## src/rtl/itc_cell_pkg.sv

```systemverilog
package itc_cell_pkg;
    typedef enum logic [1:0] {
        ST_EMPTY   = 2'd0,
        ST_PARTIAL = 2'd1,
        ST_FULL    = 2'd2
    } occ_state_t;
endpackage

```

## src/rtl/itc_cell_ctrl.sv

```systemverilog
module itc_cell_ctrl
    import itc_cell_pkg::*;
#(
    parameter int DEPTH = 4,
    localparam int PTR_W = $clog2(DEPTH),
    localparam int CNT_W = PTR_W + 1
) (
    input  logic             clk,
    input  logic             rst_n,
    input  logic             mode_fifo,
    input  logic             push_req,
    input  logic             pop_req,
    output logic             push_ok,
    output logic             pop_ok,
    output logic [PTR_W-1:0] rd_ptr,
    output logic [CNT_W-1:0] count,
    output logic             full,
    output logic             empty,
    output logic             push_stall,
    output logic             pop_stall
);
    localparam logic [CNT_W-1:0] CAP_FIFO = CNT_W'(DEPTH);
    localparam logic [CNT_W-1:0] CAP_SEM  = CNT_W'(1);

    occ_state_t       state, state_nxt;
    logic [CNT_W-1:0] cap;
    logic [CNT_W-1:0] count_nxt;
    logic [PTR_W-1:0] rd_ptr_nxt;

    assign cap     = mode_fifo ? CAP_FIFO : CAP_SEM;
    assign push_ok = push_req && (state != ST_FULL);
    assign pop_ok  = pop_req  && (state != ST_EMPTY);

    always_comb begin
        count_nxt  = count;
        rd_ptr_nxt = rd_ptr;
        if (push_ok && !pop_ok) count_nxt = count + 1'b1;
        if (pop_ok && !push_ok) count_nxt = count - 1'b1;
        if (pop_ok && mode_fifo) rd_ptr_nxt = rd_ptr + 1'b1;
    end

    // next-state: named transitions FIRST_IN, TOP_UP, LAST_OUT, RELEASE
    always_comb begin
        state_nxt = state;
        unique case (state)
            ST_EMPTY: begin
                if (push_ok) state_nxt = (cap == CAP_SEM) ? ST_FULL : ST_PARTIAL;
            end
            ST_PARTIAL: begin
                if (push_ok && !pop_ok && (count == cap - 1'b1))
                    state_nxt = ST_FULL;
                else if (pop_ok && !push_ok && (count == CAP_SEM))
                    state_nxt = ST_EMPTY;
            end
            ST_FULL: begin
                if (pop_ok) state_nxt = (cap == CAP_SEM) ? ST_EMPTY : ST_PARTIAL;
            end
            default: state_nxt = ST_EMPTY;
        endcase
    end

    // state register
    always_ff @(posedge clk) begin
        if (!rst_n) begin
            state  <= ST_EMPTY;
            count  <= '0;
            rd_ptr <= '0;
        end else begin
            state  <= state_nxt;
            count  <= count_nxt;
            rd_ptr <= rd_ptr_nxt;
        end
    end

    // outputs
    always_comb begin
        full       = (state == ST_FULL);
        empty      = (state == ST_EMPTY);
        push_stall = push_req && full;
        pop_stall  = pop_req && empty;
    end
endmodule

```

## src/rtl/itc_cell_store.sv

```systemverilog
module itc_cell_store #(
    parameter int DATA_W = 64,
    parameter int DEPTH  = 4,
    localparam int PTR_W = $clog2(DEPTH)
) (
    input  logic              clk,
    input  logic              push_we,
    input  logic [PTR_W-1:0]  push_idx,
    input  logic [DATA_W-1:0] push_data,
    input  logic              byp_we,
    input  logic [PTR_W-1:0]  byp_idx,
    input  logic [DATA_W-1:0] byp_data,
    input  logic [PTR_W-1:0]  rd_idx,
    output logic [DATA_W-1:0] rd_data
);
    logic [DATA_W-1:0] words [DEPTH];

    for (genvar i = 0; i < DEPTH; i++) begin : g_word
        always_ff @(posedge clk) begin
            if (push_we && (push_idx == PTR_W'(i)))
                words[i] <= push_data;
            else if (byp_we && (byp_idx == PTR_W'(i)))
                words[i] <= byp_data;
        end
    end

    assign rd_data = words[rd_idx];
endmodule

```

## src/rtl/itc_cell_bypass.sv

```systemverilog
module itc_cell_bypass #(
    parameter int DEPTH = 4,
    localparam int PTR_W = $clog2(DEPTH),
    localparam int CNT_W = PTR_W + 1
) (
    input  logic             mode_fifo,
    input  logic             byp_wr_en,
    input  logic [PTR_W-1:0] rd_ptr,
    input  logic [CNT_W-1:0] count,
    output logic [PTR_W-1:0] head_idx,
    output logic [PTR_W-1:0] tail_idx,
    output logic [PTR_W-1:0] newest_idx,
    output logic             byp_we
);
    logic [PTR_W-1:0] cnt_lo;
    assign cnt_lo = count[PTR_W-1:0];

    always_comb begin
        if (mode_fifo) begin
            head_idx   = rd_ptr;
            tail_idx   = rd_ptr + cnt_lo;
            newest_idx = rd_ptr + cnt_lo - 1'b1;
            byp_we     = byp_wr_en && (count != '0);
        end else begin
            head_idx   = '0;
            tail_idx   = '0;
            newest_idx = '0;
            byp_we     = 1'b0;
        end
    end
endmodule

```

## src/rtl/itc_bypass_cell.sv

```systemverilog
module itc_bypass_cell #(
    parameter int DATA_W = 64,
    parameter int DEPTH  = 4
) (
    input  logic              clk,
    input  logic              rst_n,
    input  logic              mode_fifo,
    input  logic              push_req,
    input  logic [DATA_W-1:0] push_data,
    input  logic              pop_req,
    output logic [DATA_W-1:0] pop_data,
    output logic              full,
    output logic              empty,
    output logic              push_stall,
    output logic              pop_stall,
    output logic [DATA_W-1:0] byp_rd_data,
    input  logic              byp_wr_en,
    input  logic [DATA_W-1:0] byp_wr_data
);
    localparam int PTR_W = $clog2(DEPTH);
    localparam int CNT_W = PTR_W + 1;

    logic             push_ok, pop_ok, byp_we;
    logic [PTR_W-1:0] rd_ptr, head_idx, tail_idx, newest_idx;
    logic [CNT_W-1:0] count;
    logic [DATA_W-1:0] head_word;

    itc_cell_ctrl #(.DEPTH(DEPTH)) u_ctrl (
        .clk(clk), .rst_n(rst_n), .mode_fifo(mode_fifo),
        .push_req(push_req), .pop_req(pop_req),
        .push_ok(push_ok), .pop_ok(pop_ok),
        .rd_ptr(rd_ptr), .count(count),
        .full(full), .empty(empty),
        .push_stall(push_stall), .pop_stall(pop_stall)
    );

    itc_cell_bypass #(.DEPTH(DEPTH)) u_byp (
        .mode_fifo(mode_fifo), .byp_wr_en(byp_wr_en),
        .rd_ptr(rd_ptr), .count(count),
        .head_idx(head_idx), .tail_idx(tail_idx),
        .newest_idx(newest_idx), .byp_we(byp_we)
    );

    itc_cell_store #(.DATA_W(DATA_W), .DEPTH(DEPTH)) u_store (
        .clk(clk),
        .push_we(push_ok), .push_idx(tail_idx), .push_data(push_data),
        .byp_we(byp_we), .byp_idx(newest_idx), .byp_data(byp_wr_data),
        .rd_idx(head_idx), .rd_data(head_word)
    );

    assign pop_data    = head_word;
    assign byp_rd_data = head_word;
endmodule

```

## config.mk

```make
export PLATFORM = sky130hd
export DESIGN_NAME = itc_bypass_cell
export DESIGN_NICKNAME = d
export VERILOG_FILES = /design/src/rtl/itc_cell_pkg.sv /design/src/rtl/itc_cell_ctrl.sv /design/src/rtl/itc_cell_store.sv /design/src/rtl/itc_cell_bypass.sv /design/src/rtl/itc_bypass_cell.sv
export SDC_FILE = /design/constraint.sdc
export NUM_CORES = 1
export LEC_CHECK = 0
export CAP_MARGIN = 20
export CORE_MARGIN = 2
export CORE_UTILIZATION = 52
export CTS_BUF_LIST = sky130_fd_sc_hd__clkbuf_4 sky130_fd_sc_hd__clkbuf_8 sky130_fd_sc_hd__clkbuf_16
export DETAILED_ROUTE_END_ITERATION = 10
export GPL_TIMING_DRIVEN = 0
export MAX_ROUTING_LAYER = met4
export PLACE_DENSITY = 0.86
export RECOVER_POWER = 100
export SKIP_LAST_GASP = 1
export SLEW_MARGIN = 20
export SYNTH_ARGS = -nofsm -noshare
export SYNTH_HDL_FRONTEND = slang
export SYNTH_SLANG_ARGS = --single-unit
export TNS_END_PERCENT = 5
```

## constraint.sdc

```tcl
create_clock -name clk -period 11.1 [get_ports clk]
set_clock_uncertainty 0.2 [all_clocks]
set_input_delay 1.665 -clock clk [delete_from_list [all_inputs] [get_ports clk]]
set_output_delay 1.665 -clock clk [all_outputs]
set_load 0.01 [all_outputs]
```

==> qor_table.md, run 1 <==
| Item | This run | Unit |
|---|---|---|
| Worst min path class | reg2reg | - |
| Layout cell share with drive strength beyond 1 | 21.7 | % |
| Number of levels the H-tree was split into | 1 | - |
| Total wirelength of the detailed-routed design | 37000 | um |
| Worst-case reg-to-reg path depth | 10 | - |
| Cell repeated most along the worst path | clkbuf_1 | - |
| Nature of the critical path endpoint | output pin | - |
| Share of async-settable or async-resettable flops after synthesis | 0 | % |
| Die height | 168 | um |
| Std-Cell Rows | 59 | - |
| Die footprint | 28100 | um^2 |
| Gates resized, CTS repair | 0 | - |
| Count of warnings emitted by yosys | 0 | - |
| Critical Path Max Stage Delay | 630 | ps |
| Number of vias in the routed layout | 9837 | - |
| Initial core utilization | 53.1 | % |
| Maximum clock frequency | 0.143 | GHz |
| Clock transition time at the flip-flop clock pins of the worst setup and hold paths | 60 | ps |
| Global-route wire length before repair | 56700 | um |
| Residual overflow from global routing | 0 | - |
| CTS Hold Buffers Added | 0 | - |
| Antenna violations before repair | 2 | - |
| Net count after synthesis | 1184 | - |
| Area share of the largest cell type after synthesis | 55.2 | % |
| Status | complete, but fails checks | - |
| Pre-CTS setup slack | 4300 | ps |
| Clk sink count | 263 | - |
| Vias per cell | 5.75 | - |
| Post-Synthesis Mean Instance Area | 13.3 | um^2 |
| Unrepaired setup endpoints after global routing | no | - |
| Core area | 26200 | um^2 |
| P_leak | 6.25 | nW |
| Sequential share of the synthesized area | 56.2 | % |
| Data arrival, critical path | 5120 | ps |
| Normalized max-slew margin | -27.3 | % |
| Slew at the pin closest to its max-slew limit | 1910 | ps |
| Post-DP HPWL | 24400 | um |
| Post-layout min period | 6990 | ps |
| Number of cells traversed by the worst hold path | 2 | - |
| Final number of max-transition violations | 43 | - |
| Largest driver fanout on the critical path | 10 | - |
| Count of TritonRoute iterations in the first routing pass | 5 | - |
| Count of port buffers added during placement | 265 | - |
| Maximum Capacitance Violations | 3 | - |
| Cell taking the most area after synthesis | edfxtp_1 | - |
| Final Hold Violating Endpoints | 0 | - |
| X dimension of the die | 168 | um |
| Worst skew pair latency | 530 | ps |
| Final routed DRC violation total | 0 | - |
| Antenna Violating Nets Remaining | 0 | - |
| Synthesis-to-finish area growth | 27.3 | % |
| Crit path kind | in2out | - |
| Maximum count of clock buffers along a single path | 3 | - |
| Number of synthesized flops with an enable pin | 256 | - |
| Total clock buffers created by CTS | 28 | - |
| Initial drt markers | 726 | - |
| All-Layer GR Usage | 26.8 | % |
| Critical path launch point type | input port | - |
| Mapped cell area | 13900 | um^2 |
| Worst R2R Start | u_ctrl.rd_ptr[0] | - |
| Total number of nets in the final design | 1493 | - |
| Post-synth cell types | 43 | - |
| Post-route fraction of the period consumed by the critical path | 62.9 | % |
| Required time at the endpoint of the critical path | 9240 | ps |
| Number of global-route vias before repair | 10300 | - |
| R2R Path End | u_store.words[3][35] | - |
| Cell count after synthesis | 1045 | - |
| Clock tree from TritonCTS | built | - |
| Number of setup buffers added after CTS | 0 | - |
| Worst IR drop on VDD | 125 | uV |
| Worst path cell trace | dlygate4sd3_1 -> clkbuf_1 -> nand2_1 -> clkbuf_1 -> clkbuf_1 -> nand2_1 -> a31oi_1 -> buf_4 -> dlygate4sd3_1 | - |
| Kind of cell adding the most delay to the critical path | buffers and inverters | - |
| Source of the worst hold timing path | u_ctrl.count[2] | - |
| Number of top-level design ports | 266 | - |
| Maximum number of pins on one net before global-route repair | 21 | - |
| Average wire length per cell after detail routing | 21.6 | um |
| Clock root buffer | clkbuf_16 | - |
| Setup slack on the worst flop-to-flop path | 5390 | ps |
| Standard cell with the maximum stage delay on the critical path | dlygate4sd3_1 | - |
| Finish-stage setup viols | 0 | - |
| Aggregate negative setup slack | 0 | ps |
| Number of buffers and inverters on the critical path | 6 | - |
| Setup slack of the critical path after layout | 4110 | ps |
| Largest cells by area after synthesis | edfxtp_1 (55%), mux2_2 (15%), mux2_4 (4.3%) | - |
| Endpoint, Worst Hold | u_ctrl.count[2] | - |
| Cell Pwr Density | 176 | nW/um^2 |
| Flip-flop and latch count after synthesis | 263 | - |
| Violated checks | max-capacitance violations, max-slew violations | - |
| Most common flop cell mapped by yosys | edfxtp_1 | - |
| Global placement routability congestion | 0.783 | - |
-- worst min-delay path, cell delays in order, from the launching register on --
cell	delay, ps
dfxtp_1	370
nand2_1	80
mux2i_1	60
-- cells in the mapped netlist, drive strengths merged (2+ instances only) --
cell type	instances
ha	5
a31oi	64
a211oi	65
and2	2
a21oi	3
inv	9
mux2	256
dfxtp	7
xnor2	5
clkbuf	35
nand4	2
buf	98
nor2	7
edfxtp	256
nand2b	3
o2111a	2
nor3	2
o21ai	6
nand2	139
nor2b	64
-- placed cells by master, fill, tap and decap left out, drive strengths merged, types with 64 or more instances in the layout --
| master | n |
|---|---|
| mux2 | 256 |
| clkbuf | 112 |
| clkdlybuf4s50 | 135 |
| buf | 69 |
| dlygate4sd3 | 130 |
| nand2 | 139 |
| a211oi | 65 |
| edfxtp | 256 |
| a31oi | 64 |
| nor2b | 64 |
-- worst max path at each step --
stage,from,end,slack [ps],cells after the start
2_1_floorplan,mode_fifo,u_store.words[1][0],3750,3
3_5_place_dp,mode_fifo,pop_data[61],4300,9
5_1_grt,mode_fifo,pop_data[61],3940,9
6_report,mode_fifo,pop_data[61],4110,9
3_3_place_gp,mode_fifo,u_store.words[1][40],-800,4
4_1_cts,mode_fifo,pop_data[61],4270,9
-- area by class of cell --
type / instances / area [um^2]
Inverter: 9 / 33.8
Antenna cell: 2 / 5.00
Clock buffer: 34 / 763
Clock inverter: 17 / 125
Multi-Input combinational cell: 640 / 5110
Timing Repair Buffer: 279 / 2710
Tap cell: 335 / 419
Fill cell: 1855 / 8480
Buffer: 133 / 741
Sequential cell: 263 / 7830
-- layer usage --
layer / vias to the layer above / GRT usage (%) / part of all wire, %
met5: - / - / 0
met2: 462 / 47.1 / 51
li1: 4505 / - / -
met3: 57 / 4.94 / 7.7
met4: 0 / 7.18 / 1.9
met1: 4813 / 31.7 / 40
-- registers in the layout, summed over array words and instances, names as in the netlist --
| register | flops |
|---|---|
| u_store.words | 256 |
| u_ctrl.count | 3 |
| u_ctrl.rd_ptr | 2 |
| u_ctrl.state | 2 |
-- cells by family after synthesis --
family,synth area share (%)
XOR/XNOR,0.539
adder cells (fa/ha/maj),0.449
multiplexers,21.9
AND/OR/NAND/NOR,7.40
AO/OA/AOI/OAI,7.42
flip-flops,56.2
buffers and inverters,6.13
-- through the flow --
stage | hold slack (ps) | power, W | util [%] | cell area, um^2 | std cells
after floorplan | 296 | 0.00187 | - | 13900 | 1045
after global placement | 322 | 0.00231 | 64.9 | 17000 | 1645
after detailed placement | 348 | 0.00238 | 66.5 | 17400 | 1659
after CTS | 354 | 0.00328 | 69.9 | 18300 | 1710
after global routing | 424 | 0.00323 | 67.6 | 17700 | 1712
final | 371 | 0.00311 | 67.6 | 17700 | 1712
-- report_power, final --
group          leakage [nW]  internal (W)  switching (W)
clock                 0.442      0.000531       0.000375
sequential             2.42       0.00129      0.0000407
combinational          3.39      0.000427       0.000451
Power figures use the tool's default switching activity.
==> run 2, diff against run 1 <==
Settings changed: CORE_UTILIZATION 52 to 48, PLACE_DENSITY 0.86 to 0.84.
Clock period 11.1 ns to 6.2 ns, I/O delays scaled along.
==> qor_table.md, run 2 (synthesized netlist as in run 1, its figures left out) <==
| Item | This run | Unit |
|---|---|---|
| Status | complete, but fails checks | - |
| Violated checks | max-capacitance violations, max-slew violations | - |
| Number of flip-flops in the largest register | 256 | - |
| Clock transition time at the flip-flop clock pins of the worst setup and hold paths | 60 | ps |
| Maximum Capacitance Violations | 1 | - |
| Average wire length per cell after detail routing | 20.6 | um |
| Gates resized, CTS repair | 0 | - |
| Normalized max-slew margin | -1.15 | % |
| Number of buffers and inverters on the critical path | 6 | - |
| Clk sink count | 263 | - |
| Critical path launch point type | input port | - |
| Die height | 174 | um |
| Core area | 28600 | um^2 |
| All-Layer GR Usage | 24.0 | % |
| P_leak | 6.25 | nW |
| Total wirelength of the detailed-routed design | 36300 | um |
| CTS Hold Buffers Added | 0 | - |
| Final number of max-transition violations | 22 | - |
| Post-DP HPWL | 24400 | um |
| Maximum count of clock buffers along a single path | 3 | - |
| Global placement routability congestion | 0.815 | - |
| Required time at the endpoint of the critical path | 5070 | ps |
| Antenna Violating Nets Remaining | 0 | - |
| Initial drt markers | 811 | - |
| Post-route fraction of the period consumed by the critical path | 87.8 | % |
| Worst path cell trace | dlygate4sd3_1 -> clkbuf_1 -> nand2_1 -> clkbuf_1 -> clkbuf_1 -> nand2_1 -> a31oi_1 -> buf_4 -> dlygate4sd3_1 | - |
| Global-route wire length before repair | 55100 | um |
| Top register by number of flip-flops | u_store.words | - |
| Largest driver fanout on the critical path | 10 | - |
| Critical Path Max Stage Delay | 620 | ps |
| Nature of the critical path endpoint | output pin | - |
| Fin util | 62.2 | % |
| Unrepaired setup endpoints after global routing | no | - |
| Worst min path class | reg2reg | - |
| Layout cell share with drive strength beyond 1 | 21.8 | % |
| Pre-CTS setup slack | 871 | ps |
| Final Hold Violating Endpoints | 0 | - |
| Total number of nets in the final design | 1494 | - |
| Standard cell with the maximum stage delay on the critical path | clkbuf_1 | - |
| Finish-stage setup viols | 0 | - |
| Largest registers | u_store.words (256), u_ctrl.count (3) | - |
| Residual overflow from global routing | 0 | - |
| Clock tree from TritonCTS | built | - |
| Number of global-route vias before repair | 10000 | - |
| Cell Pwr Density | 316 | nW/um^2 |
| Slew at the pin closest to its max-slew limit | 1520 | ps |
| Final routed DRC violation total | 0 | - |
| X dimension of the die | 174 | um |
| Crit path kind | in2out | - |
| Total clock buffers created by CTS | 28 | - |
| Number of top-level design ports | 266 | - |
| Std-Cell Rows | 62 | - |
| Die footprint | 30400 | um^2 |
| Count of port buffers added during placement | 265 | - |
| Number of vias in the routed layout | 9750 | - |
| Data arrival, critical path | 4310 | ps |
| Maximum number of pins on one net before global-route repair | 22 | - |
| Number of setup buffers added after CTS | 0 | - |
| Synthesis-to-finish area growth | 27.9 | % |
| Antenna violations before repair | 2 | - |
| Vias per cell | 5.53 | - |
| Count of TritonRoute iterations in the first routing pass | 5 | - |
| Most used cells in the layout excluding fill and tap cells | edfxtp_1 (256), mux2_2 (188), nand2_1 (139) | - |
| Commonest non-fill, non-tap cell in the layout | edfxtp_1 | - |
| Setup slack of the critical path after layout | 759 | ps |
| Post-layout min period | 5440 | ps |
| Maximum clock frequency | 0.184 | GHz |
| Kind of cell adding the most delay to the critical path | buffers and inverters | - |
| Clock root buffer | clkbuf_16 | - |
| Cell repeated most along the worst path | clkbuf_1 | - |
| Initial core utilization | 48.6 | % |
| Worst IR drop on VDD | 170 | uV |
| Number of levels the H-tree was split into | 1 | - |
| Worst skew pair latency | 540 | ps |
## run 2: cell types whose count changed in the layout (fill, tap and decap cells not counted), moves of 2 or more
cell        change
clkbuf_1        +2
clkbuf_4        -2
clkinv_1        -3
clkinvlp_4      +3
xnor2_1         +2
xnor2_2         -2
## run 2: path summary, 6_finish.rpt
kind,start,cells past startpoint,slack [ps],end
max reg2reg,u_ctrl.rd_ptr[0],9,1040,u_store.words[3][41]
min reg2reg,u_ctrl.count[2],2,370,u_ctrl.count[2]
max,mode_fifo,9,760,pop_data[34]
min,u_ctrl.count[2],2,370,u_ctrl.count[2]
## run 2: report_power, final
part / leakage (nW) / switching (W) / total, W / internal (W)
combinational: 3.38 / 0.000794 / 0.00155 / 0.000760
sequential: 2.42 / 0.0000720 / 0.00238 / 0.00231
clock: 0.453 / 0.000703 / 0.00169 / 0.000991
total: 6.25 / 0.00157 / 0.00563 / 0.00406
## run 2: through the flow
stage          std cells  instance area (um^2)  hold WS (ps)  power, W  TNS, ps
2_1_floorplan       1045                 13900           296   0.00335   -52940
3_3_place_gp        1694                 17100           335   0.00415  -915910
3_5_place_dp        1709                 17500           350   0.00424        0
4_1_cts             1761                 18400           357   0.00593        0
5_1_grt             1763                 17800           382   0.00584        0
6_report            1763                 17800           366   0.00563        0
## run 2: layer usage
metal / GRT usage (%) / vias up / wire, um
met3: 3.63 / 65 / 2380
met1: 29.6 / 4816 / 15000
li1: - / 4511 / -
met2: 41.7 / 358 / 18200
met5: - / - / 0
met4: 5.57 / 0 / 777
## run 2: layout make-up
| cell class | instances | area [um^2] |
|---|---|---|
| Antenna cell | 2 | 5.00 |
| Buffer | 133 | 739 |
| Clock buffer | 32 | 748 |
| Clock inverter | 20 | 183 |
| Fill cell | 2206 | 10800 |
| Inverter | 9 | 33.8 |
| Multi-Input combinational cell | 640 | 5080 |
| Sequential cell | 263 | 7830 |
| Tap cell | 384 | 480 |
| Timing Repair Buffer | 280 | 2710 |
## run 2: worst min-delay path, stage by stage (launching register included)
cell,delay (ps)
dfxtp_1,370
nand2_1,80
mux2i_1,60
